$ cat src/rtl/pg_pkg.sv
package pg_pkg;

    typedef enum logic [1:0] {
        SYS_ON    = 2'd0,
        SYS_SLEEP = 2'd1,
        SYS_WAKE  = 2'd2
    } sys_state_e;

    typedef enum logic [1:0] {
        SEG_ACTIVE = 2'd0,
        SEG_RETAIN = 2'd1,
        SEG_CUTOFF = 2'd2
    } seg_mode_e;

    typedef struct packed {
        logic p1;
        logic p2;
        logic n1;
        logic n2;
    } sw_en_t;

    localparam sw_en_t SW_ALL_ON = '{p1: 1'b1, p2: 1'b1, n1: 1'b1, n2: 1'b1};

    // Switch set for a sleeping segment, chosen from its edge mask bits.
    function automatic sw_en_t mask_switches(input logic top, input logic bot);
        sw_en_t s;
        if (top && bot)
            s = '{p1: 1'b1, p2: 1'b0, n1: 1'b0, n2: 1'b1};
        else if (!top && !bot)
            s = '{p1: 1'b0, p2: 1'b1, n1: 1'b1, n2: 1'b0};
        else
            s = SW_ALL_ON;
        return s;
    endfunction

endpackage

$ cat src/rtl/pg_wake_seq.sv
module pg_wake_seq
    import pg_pkg::*;
#(
    parameter int WAKE_CYCLES = 4
) (
    input  logic clk,
    input  logic rst_n,
    input  logic sleep_req,
    input  logic wake_req,
    output logic sleep_enter,
    output logic sleep_hold,
    output logic wake_start,
    output logic ready
);

    localparam int CNT_W = (WAKE_CYCLES < 2) ? 1 : $clog2(WAKE_CYCLES);
    localparam logic [CNT_W-1:0] CNT_LAST = CNT_W'(WAKE_CYCLES - 1);

    sys_state_e        state_q, state_d;
    logic [CNT_W-1:0]  cnt_q, cnt_d;
    logic              ready_q;

    // State register
    always_ff @(posedge clk or negedge rst_n) begin
        if (!rst_n) begin
            state_q <= SYS_ON;
            cnt_q   <= '0;
            ready_q <= 1'b1;
        end else begin
            state_q <= state_d;
            cnt_q   <= cnt_d;
            ready_q <= (state_d == SYS_ON);
        end
    end

    // Next state and outputs
    always_comb begin
        state_d     = state_q;
        cnt_d       = cnt_q;
        sleep_enter = 1'b0;
        sleep_hold  = 1'b0;
        wake_start  = 1'b0;
        unique case (state_q)
            SYS_ON: begin
                if (sleep_req) begin
                    state_d     = SYS_SLEEP;
                    sleep_enter = 1'b1;
                end
            end
            SYS_SLEEP: begin
                if (wake_req) begin
                    state_d    = SYS_WAKE;
                    cnt_d      = '0;
                    wake_start = 1'b1;
                end else begin
                    sleep_hold = 1'b1;
                end
            end
            SYS_WAKE: begin
                if (cnt_q == CNT_LAST) begin
                    state_d = SYS_ON;
                    cnt_d   = '0;
                end else begin
                    cnt_d = cnt_q + 1'b1;
                end
            end
            default: begin
                state_d = SYS_ON;
                cnt_d   = '0;
            end
        endcase
    end

    assign ready = ready_q;

endmodule

$ cat src/rtl/pg_seg_ctrl.sv
module pg_seg_ctrl
    import pg_pkg::*;
(
    input  logic   clk,
    input  logic   rst_n,
    input  logic   sleep_enter,
    input  logic   sleep_hold,
    input  logic   wake_start,
    input  logic   mask_top,
    input  logic   mask_bot,
    output logic   ctrl1,
    output logic   ctrl2,
    output sw_en_t sw_en
);

    seg_mode_e mode_q, mode_d;
    sw_en_t    sw_q, sw_d;

    // State register
    always_ff @(posedge clk or negedge rst_n) begin
        if (!rst_n) begin
            mode_q <= SEG_ACTIVE;
            sw_q   <= SW_ALL_ON;
        end else begin
            mode_q <= mode_d;
            sw_q   <= sw_d;
        end
    end

    // Next mode and switch selection
    always_comb begin
        mode_d = mode_q;
        sw_d   = SW_ALL_ON;
        unique case (mode_q)
            SEG_ACTIVE: begin
                if (sleep_enter) begin
                    mode_d = mask_top ? SEG_CUTOFF : SEG_RETAIN;
                    sw_d   = mask_switches(mask_top, mask_bot);
                end
            end
            SEG_RETAIN: begin
                if (wake_start) begin
                    mode_d = SEG_ACTIVE;
                end else if (sleep_hold) begin
                    if (mask_top)
                        mode_d = SEG_CUTOFF;
                    sw_d = mask_switches(mask_top, mask_bot);
                end
            end
            SEG_CUTOFF: begin
                if (wake_start) begin
                    mode_d = SEG_ACTIVE;
                end else if (sleep_hold) begin
                    sw_d = mask_switches(mask_top, mask_bot);
                end
            end
            default: begin
                mode_d = SEG_ACTIVE;
            end
        endcase
    end

    // Output decode from registered mode
    always_comb begin
        unique case (mode_q)
            SEG_ACTIVE: begin ctrl1 = 1'b1; ctrl2 = 1'b1; end
            SEG_RETAIN: begin ctrl1 = 1'b1; ctrl2 = 1'b0; end
            SEG_CUTOFF: begin ctrl1 = 1'b0; ctrl2 = 1'b0; end
            default:    begin ctrl1 = 1'b1; ctrl2 = 1'b1; end
        endcase
        sw_en = sw_q;
    end

endmodule

$ cat src/rtl/pg_mode_ctrl.sv
module pg_mode_ctrl
    import pg_pkg::*;
#(
    parameter int NUM_SEG     = 24,
    parameter int WAKE_CYCLES = 4
) (
    input  logic               clk,
    input  logic               rst_n,
    input  logic               sleep_req,
    input  logic               wake_req,
    input  logic [NUM_SEG-1:0] mask_msb,
    input  logic [NUM_SEG-1:0] mask_lsb,
    output logic [NUM_SEG-1:0] ctrl1,
    output logic [NUM_SEG-1:0] ctrl2,
    output logic [NUM_SEG-1:0] p1_en,
    output logic [NUM_SEG-1:0] p2_en,
    output logic [NUM_SEG-1:0] n1_en,
    output logic [NUM_SEG-1:0] n2_en,
    output logic               ready
);

    logic sleep_enter;
    logic sleep_hold;
    logic wake_start;

    pg_wake_seq #(
        .WAKE_CYCLES (WAKE_CYCLES)
    ) u_seq (
        .clk         (clk),
        .rst_n       (rst_n),
        .sleep_req   (sleep_req),
        .wake_req    (wake_req),
        .sleep_enter (sleep_enter),
        .sleep_hold  (sleep_hold),
        .wake_start  (wake_start),
        .ready       (ready)
    );

    for (genvar g = 0; g < NUM_SEG; g++) begin : g_seg
        sw_en_t sw;
        pg_seg_ctrl u_seg (
            .clk         (clk),
            .rst_n       (rst_n),
            .sleep_enter (sleep_enter),
            .sleep_hold  (sleep_hold),
            .wake_start  (wake_start),
            .mask_top    (mask_msb[g]),
            .mask_bot    (mask_lsb[g]),
            .ctrl1       (ctrl1[g]),
            .ctrl2       (ctrl2[g]),
            .sw_en       (sw)
        );
        assign p1_en[g] = sw.p1;
        assign p2_en[g] = sw.p2;
        assign n1_en[g] = sw.n1;
        assign n2_en[g] = sw.n2;
    end

endmodule

$ cat config.mk
export PLATFORM = sky130hd
export DESIGN_NAME = pg_mode_ctrl
export DESIGN_NICKNAME = d
export VERILOG_FILES = /design/src/rtl/pg_pkg.sv /design/src/rtl/pg_wake_seq.sv /design/src/rtl/pg_seg_ctrl.sv /design/src/rtl/pg_mode_ctrl.sv
export SDC_FILE = /design/constraint.sdc
export NUM_CORES = 1
export LEC_CHECK = 0
export BUFFER_PORTS_ARGS = -buffer_cell sky130_fd_sc_hd__buf_2
export CORE_MARGIN = 5
export CORE_UTILIZATION = 30
export DETAILED_ROUTE_END_ITERATION = 8
export SYNTH_ARGS = -nofsm -noshare
export SYNTH_HDL_FRONTEND = slang
export SYNTH_SLANG_ARGS = --single-unit
$ cat constraint.sdc
create_clock -name clk -period 1.94 [get_ports clk]
set_input_delay 0.097 -clock clk [delete_from_list [all_inputs] [get_ports clk]]
set_output_delay 0.097 -clock clk [all_outputs]
set_load 0.005 [all_outputs]
Word level (Yosys, flattened, before mapping)
Index checks and enable logic that the tools add are counted.
{"block": "totals", "romBits": 0, "wordCells": 794, "out_inout_bits": 145, "in_bits": 52, "n_memories": 0, "mem_bits_rw": 0, "latch_bits": 0, "regBits": 149}
{"block": "op_classes", "div": 0, "mul": 0, "eq_ne": 148, "n_addsub": 1, "n_bitwise": 1, "order_cmp": 0, "shift": 0, "mux": 350, "n_reduce_logical": 171}
{"operator": "2-to-1 mux 4 bit", "count": 120}
{"operator": "2-to-1 mux 2 bit", "count": 126}
{"operator": "one-hot mux 4 bit (2 select lines)", "count": 24}
{"operator": "one-hot mux 2 bit (3 select lines)", "count": 26}
{"operator": "inequality test 3 bit (second input constant)", "count": 46}
{"operator": "AND reduction 4 bit", "count": 24}
{"operator": "inequality test 2 bit (second input constant)", "count": 47}
{"operator": "2-to-1 mux 1 bit", "count": 54}
{"operator": "equality test 2 bit (second input constant)", "count": 26}
{"operator": "logical NOT 2 bit", "count": 26}
{"operator": "equality test 2 x 1 -> 1 bit (second input constant)", "count": 25}
{"operator": "logical AND 1 bit", "count": 48}
{"operator": "logical NOT 1 bit", "count": 48}
{"operator": "OR reduction 2 bit", "count": 24}
{"operator": "inequality test 2 x 1 -> 1 bit (second input constant)", "count": 2}
{"operator": "inequality test 3 x 1 -> 1 bit (second input constant)", "count": 1}
{"operator": "inequality test 3 x 2 -> 1 bit (second input constant)", "count": 1}
{"operator": "adder 2 x 1 -> 2 bit (second input constant)", "count": 1}
{"operator": "AND reduction 2 bit", "count": 1}
{"operator": "inverter 1 bit", "count": 1}

Longest topological paths before layout
Gate-level depths: netlist of run 1.
{"block": "logic_depth", "word_depth": 7, "depth_mapped": 7, "mapped_depth_nobuf": 6}

Cells and area by module
A second synthesis of run 1 with hierarchy kept.
{"block": "unflattened", "hier_cells": 840, "hier_area_um2": 7812.5}
{"mod": "pg_seg_ctrl", "area_per_inst_um2": 314.1, "n_inst": 24, "seq_area_each_um2": 102.6, "cells_per_inst": 34}
{"mod": "pg_wake_seq", "area_per_inst_um2": 275.3, "n_inst": 1, "seq_area_each_um2": 126.4, "cells_per_inst": 24}

Least setup slack after synthesis of run 1
OpenSTA, ideal clock, no wires.
{"block": "synth_path", "path_kind": "reg2reg", "startpoint": "reg u_seq.state_q[0]", "endpoint": "reg g_seg[11].u_seg.mode_q[1]", "setup_time_ns": 0.134, "synth_period_minus_slack_ns": 1.587, "arrival_ns": 1.453, "required_ns": 1.806, "stages_incl_launch_ff": 7, "path_buffers": 3, "slack_ns": 0.353, "path_cell_list": "dfrtp_1 > or3b_1 > buf_2 > buf_6 > clkbuf_1 > o21ai_0 > a32oi_1"}
{"block": "synth_via", "elab_chain_cells": 4, "elab_cells_between_ends": 12, "cone_classes": "eq/ne (5); mux (5); reduce/logical (2)"}
{"element": "from (decl)", "line_no": "pg_wake_seq.sv:19", "rtl": "sys_state_e state_q, state_d;"}
{"element": "from (signal assigned)", "line_no": "pg_wake_seq.sv:30", "rtl": "state_q <= state_d;"}
{"element": "equality test 2 x 1 -> 1 bit / logical NOT 2 bit (equally long branches)", "line_no": "pg_wake_seq.sv:43", "rtl": "unique case (state_q)"}
{"element": "2-to-1 mux 1 bit", "line_no": "pg_wake_seq.sv:43"}
{"element": "inequality test 3 bit (no line), or another cell as far along"}
{"element": "AND reduction 4 bit (no line) / one-hot mux 2 bit (3 select lines) (equally long branches)"}
{"element": "to (signal assigned)", "line_no": "pg_seg_ctrl.sv:25", "rtl": "mode_q <= mode_d;"}
{"element": "to (decl)", "line_no": "pg_seg_ctrl.sv:16", "rtl": "seg_mode_e mode_q, mode_d;"}
Parallel ways exist; a longest one is shown, timed or not.
A chain may end at the register's enable or synchronous reset.

==> results.md, run 1 <==
- Area Overhead vs Synth: 13.5%
- Initial antenna violation count: 3
- Worst setup margin: ~120 ps
- Switching Fraction: 0.432
- #FFs+latches synth: between 100 and 150
- Core ar.: around 25,000 µm²
- Total number of vias: ~6,300
- Clk sinks: 101
- Post-place setup slack: 175 ps
- Cell area after placement: 8350 µm²
- Slew HR: 0.734
- CP startpoint: u_seq.state_q[0]$_DFF_PN0_
- Final period util: 0.937
- Max Root-Sink Buffers: 2
- Via density: 4.83
- Number of global-route vias before repair: around 6,000
- Post-route ant nets: 0
- Root Buffer: clkbuf_16
- Share of cells above drive strength 1: 0.299
- Maximum vdd drop: roughly 0.00063 V
- CP required: 2220 ps
- Worst setup SP type: register
- Initial Util: 0.304
- Syn_area_per_cell: a little under 9 µm²
- RD Place Congestion: around 0.78
- Site row count: 58
- Post-DP HPWL: around 14,000 µm
- Hold Path Origin: mask_lsb[20]
- Placed insts: ~1,300
- Synthesized cell area: 7640 µm²
- WHS Path Cells: 3
- GRT overflow: 0
- Max Slew Vio Count: 0
- First DRT Iteration DRCs: 409
- Pre-antenna DRT Iters: 5
- PortBufs: 196
- Worst Tran Pin Value: 399 ps
- Crit path DAT: between 2000 and 2500 ps
- Worst r2r src: u_seq.state_q[0]$_DFF_PN0_
- DIE WIDTH: around 170 µm
- Final setup fails: 0
- Path depth of the worst reg2reg path: 5
- Flop pwr share: 0.274
- Post-Syn Nets: between 1,000 and 1,500
- Total negative slack: 0 ps
- Final nets: approximately 1,100
- First-pass GRT wire length: a little over 30,000 µm
- CTS tree: yes
- Clk pwr share: 0.130
- Min Clock Period, post-route: ~1800 ps
- Synth cell types: 38
- Die Height: 170 µm
- Final wirelength: 19,100 µm
- Crit. End Element: register
- Pwr dens: around 1700 nW/µm²
- Per-cell routed wire length: about 15 µm
- Die area: between 20,000 and 30,000 µm²
- Largest net degree at the start of global routing: 87
- Comb pwr share: 0.596
- Unrepaired setup endpoints after global routing: false
- Cell Int Power: 8.38 mW
- H-tree levels: 3
- Final hold violation count: 0
- Post-synthesis sequential area ratio: 0.339
- Clk_skew: 5.90 ps
- Max-cap violations: 0
- Outcome: finished, final reports clean
- Sw Pwr: roughly 6.4 mW
- CTS Buf Count: 9
- Overall Global Routing Usage: 0.131
- Post-route insts no fill: approximately 1,300
- Remaining DRCs: 0
- Post-layout utilization of the core: 0.345
- Clk_lat worst skew: 350 ps
- Total number of yosys warnings: 0
- CTS clock-pin slew for the worst setup and hold paths: roughly 70 ps
- Synth Instances: between 800 and 900
- # IOs: 197
- Post-Layout Inst Area: about 8700 µm²
- Crit path max fanout: 86
- Leakage: ~4.1 nW
- Max Freq: 550 MHz
- Kind of critical path: register to register
- Hold WC Path Type: primary input to register
layout by cell type, fill, tap and decap left out, types with 2 or more instances in the layout:
cell type and count:
a21oi_1 27, a22o_1 8, a22oi_1 13, a2bb2oi_1 4
a31oi_1 4, a32o_1 15, a32oi_1 7, buf_12 4
buf_2 195, buf_4 11, clkbuf_16 9, clkinv_4 2
dfrtp_1 52, dfstp_2 49, dlygate4sd3_1 2, ha_1 97
inv_1 105, mux2i_1 2, nand2_1 68, nand2b_1 14
nand3_1 2, nand3b_1 49, nor2_1 38, nor3_1 7
nor4_1 4, o21ai_0 103, o21ai_1 6, o221ai_1 2
o22ai_1 5, o31ai_1 36, o32ai_1 2, o41ai_1 4
or2_2 15, or3_1 3
path summary, 6_finish.rpt:
kind / endpoint / slack (ps)
worst max-delay path: g_seg[2].u_seg.sw_en[0]$_DFF_PN1_ / 120
worst min-delay path: g_seg[20].u_seg.sw_en[0]$_DFF_PN1_ / 20
worst max register to register: g_seg[2].u_seg.sw_en[0]$_DFF_PN1_ / 120
worst min register to register: u_seq.cnt_q[1]$_DFFE_PN0P_ / 560
max in group asynchronous: g_seg[19].u_seg.sw_en[0]$_DFF_PN1_ / 1180
min in group asynchronous: g_seg[18].u_seg.sw_en[1]$_DFF_PN1_ / 370
stage by stage:
step	hold WS [ps]	total power, mW
detailed placement	220	13.0
CTS	0.752	15.0
finish	24.1	14.8
global route	14.5	16.3
floorplan	-199	11.2
global placement	214	12.8
flip-flops by register name, indices dropped and copies added (netlist names):
register,flops
g_seg.u_seg.mode_q,48
g_seg.u_seg.sw_en,48
u_seq.cnt_q,2
u_seq.state_q,2
u_seq.ready,1
power by group through the flow:
stage	Combinational (mW)	Sequential [mW]	Clock, mW
3_5_place_dp	8.88	4.10	0
6_report	8.81	4.05	1.91
4_1_cts	8.94	4.07	2.00
2_1_floorplan	7.15	4.02	0
3_3_place_gp	8.76	4.07	0
5_1_grt	10.0	4.21	2.07
cells by family (layout without fill, tap and decap cells):
logic type / count (synthesis) / count (layout) / synth area share
muxes: 3 / 3 / 0.00409
AOI/OAI and AO/OA: 237 / 237 / 0.196
adders and majority gates: 97 / 97 / 0.159
and+or+nand+nor: 204 / 204 / 0.139
other: 0 / 1 / 0
DFF: 101 / 101 / 0.339
buffers and inverters: 228 / 333 / 0.163
routing by layer:
metal	share of wire	global-route usage
met1	0.45	0.176
met2	0.48	0.214
met3	0.062	0.0266
met4	0.011	0.0392
met5	0.0014	0
cells in the mapped netlist (all sizes together):
master	n	share of area
and2b	1	0.00098
a22oi	13	0.013
or3	3	0.0025
or3b	1	0.0011
mux2	1	0.0015
a32o	15	0.020
or2	15	0.012
clkbuf	11	0.0054
a22o	8	0.0092
a21oi	27	0.018
nand2	69	0.034
o32ai	2	0.0023
a31oi	4	0.0033
a32oi	7	0.0080
nor3	7	0.0046
mux2i	2	0.0026
nand3	2	0.0013
nor2	38	0.019
nand2b	14	0.011
o21ai	109	0.071
o31ai	36	0.035
o41ai	4	0.0046
nor4	4	0.0033
a2bb2oi	4	0.0046
ha	97	0.16
a21boi	1	0.00098
o221ai	2	0.0023
inv	105	0.052
dfstp	49	0.17
nand4b	1	0.0011
nand3b	49	0.048
o22ai	5	0.0041
buf	112	0.11
dfrtp	52	0.17
worst max-delay path, stage by stage (launching register included):
cell and delay [ps]:
dfrtp_1 440, or3b_4 440, buf_12 190, or3_1 360, a21oi_1 150, o21ai_1 80
final cells by class:
| cell class | count | area [µm²] |
|---|---|---|
| fillers | 2620 | 16400 |
| multi-input cells | 541 | 3810 |
| flip-flops and latches | 101 | 2590 |
| repair buffers | 212 | 1160 |
| well taps | 330 | 413 |
| inverters | 105 | 394 |
| clock buffers | 11 | 243 |
| clock inverters | 5 | 60.1 |
| diodes | 1 | 2.50 |
repair_timing:
item,4_1_cts,5_1_grt
endpoints found under the setup margin,0,0
resized for setup,0,0
hold buffers,2,0
hold endpoints to repair,65,0
buffers inserted,0,0
No activity file was read; power rests on OpenSTA's default activity.
==> inputs of run 2 (changes only) <==
CORE_UTILIZATION = 50   (was 30)
PLACE_DENSITY = 0.76   (was not set)
==> run 2 against run 1 <==
Routed wire length fell by 8.2%. Clock power barely moved. Register-to-register slack improved by 30 ps. Sequential share of layout area rose by 0.68 points. Design area fell by 2.2%. Non-clock buffer count fell by 1. Via count barely moved. Maximum frequency rose by 1.5%. Critical path depth did not move.
==> results.md, run 2 (synthesized netlist as in run 1, its figures left out) <==
- Final setup fails: 0
- Final wirelength: roughly 18,000 µm
- Maximum vdd drop: between 0.0006 and 0.0007 V
- Ant. Diodes: 0
- Share of cells above drive strength 1: 0.300
- Total number of vias: between 6,000 and 7,000
- Slew HR: 0.626
- Commonest non-fill, non-tap cells in the layout: 195 x buf_2, 105 x inv_1, 103 x o21ai_0
- Kind of critical path: register to register
- Initial Util: 0.507
- Post-route ant nets: 0
- Initial antenna violation count: 1
- Post-Layout Inst Area: between 8000 and 9000 µm²
- Max Slew Vio Count: 0
- CP startpoint: u_seq.state_q[0]$_DFF_PN0_
- PortBufs: 196
- Core ar.: 15,100 µm²
- Crit path DAT: ~2100 ps
- Crit path max fanout: 90
- Max-cap violations: 0
- Clk_lat worst skew: between 300 and 400 ps
- Max Freq: ~560 MHz
- Per-cell routed wire length: 15.1 µm
- Hold WC Path Type: primary input to register
- Design Power: around 15 mW
- CP required: 2210 ps
- Max incr delay on CP: around 440 ps
- Slowest cell on crit path: dfrtp_1
- Site row count: 45
- CTS clock-pin slew for the worst setup and hold paths: 70 ps
- Unrepaired setup endpoints after global routing: false
- Die area: roughly 18,000 µm²
- GRT overflow: 0
- Post-place setup slack: between 150 and 200 ps
- Area Overhead vs Synth: 10.9%
- Cts repair resizes: 0
- First-pass GRT wire length: roughly 29,000 µm
- Post-DP HPWL: around 13,000 µm
- Worst r2r src: u_seq.state_q[0]$_DFF_PN0_
- RD Place Congestion: ~0.84
- Hold-fix buffers, CTS: 1
- Min Clock Period, post-route: between 1500 and 2000 ps
- Clk sinks: between 100 and 150
- Final period util: 0.923
- Die Height: 134 µm
- Pwr dens: roughly 1700 nW/µm²
- Commonest non-fill, non-tap cell in the layout: buf_2
- Overall Global Routing Usage: 0.194
- Buf+Inv Stages, Crit Path: 1
- Post-CTS Setup Bufs: 0
- Worst Tran Pin Value: 562 ps
- Number of global-route vias before repair: just over 6,000
- Worst setup SP type: register
- H-tree levels: 3
- First DRT Iteration DRCs: ~460
- CP delay by family, top: simple AND/OR/NAND/NOR gates
- Total negative slack: 0 ps
- Final nets: roughly 1,100
- DIE WIDTH: between 100 and 150 µm
- Critical-path cell list: or3b_4 > buf_12 > or3_1 > a21oi_1 > o21ai_0
- Cell area after placement: 8160 µm²
- CTS tree: yes
- Remaining DRCs: 0
- Worst setup margin: 149 ps
- Clk_skew: 8.33 ps
- Leakage: roughly 4.1 nW
- Crit. End Element: register
- Root Buffer: clkbuf_16
- Hold Path Origin: mask_lsb[14]
- Via density: around 5.4
- Max Root-Sink Buffers: 2
- Pre-antenna DRT Iters: 5
- Final hold violation count: 0
- Largest net degree at the start of global routing: ~100
- # IOs: 197
- CTS Buf Count: 9
- Outcome: finished, final reports clean
run 2: changes by cell type in the layout (fill, tap and decap cells not counted):
cell           previous run  this run
clkbuf_8                  1         3
buf_4                    11        12
diode_2                   1         0
dlygate4sd3_1             2         1
buf_12                    4         3
clkinv_4                  2         0
run 2: path summary, 6_finish.rpt:
check	cells after the start	to	slack, ps
min in group asynchronous	3	g_seg[13].u_seg.mode_q[0]$_DFFE_PN0P_	350
worst max register to register	5	g_seg[3].u_seg.sw_en[0]$_DFF_PN1_	150
worst max-delay path	5	g_seg[3].u_seg.sw_en[0]$_DFF_PN1_	150
max in group asynchronous	3	g_seg[12].u_seg.sw_en[1]$_DFF_PN1_	1170
worst min register to register	1	g_seg[9].u_seg.mode_q[0]$_DFFE_PN0P_	570
worst min-delay path	3	g_seg[14].u_seg.sw_en[0]$_DFF_PN1_	20
run 2: final cells by class:
type / count / area (µm²)
inverter: 105 / 394
multi-input combinational: 541 / 3810
clock buffer: 13 / 270
timing repair buffer: 211 / 1140
fill: 1339 / 6610
sequential: 101 / 2590
tap: 188 / 235
clock inverter: 3 / 42.5
run 2: per-stage QoR:
step                      hold WS [ps]  std cells  utilization
after floorplan                   -199        870            -
after global placement             214       1145        0.541
after detailed placement           211       1145        0.541
after CTS                         2.14       1162        0.562
after global routing              18.7       1162        0.562
final                             20.4       1162        0.562
run 2: worst register-to-register path: stages, from the launching register on:
cell     delay, ps
dfrtp_1        440
or3b_4         440
buf_12         220
or3_1          380
a21oi_1        140
o21ai_0        100
run 2: report_power, final:
part	switching [mW]	total [mW]	internal (mW)
sequential	0.664	4.06	3.39
combinational	4.81	8.76	3.95
clock	0.803	1.91	1.11
run 2: routing by layer:
layer | global-route usage | part of all wire | vias to the layer above
li1 | - | - | 3093
met1 | 0.246 | 0.44 | 3016
met2 | 0.329 | 0.48 | 183
met3 | 0.0389 | 0.059 | 18
met4 | 0.0674 | 0.014 | 2
met5 | 0 | 0.00068 | -
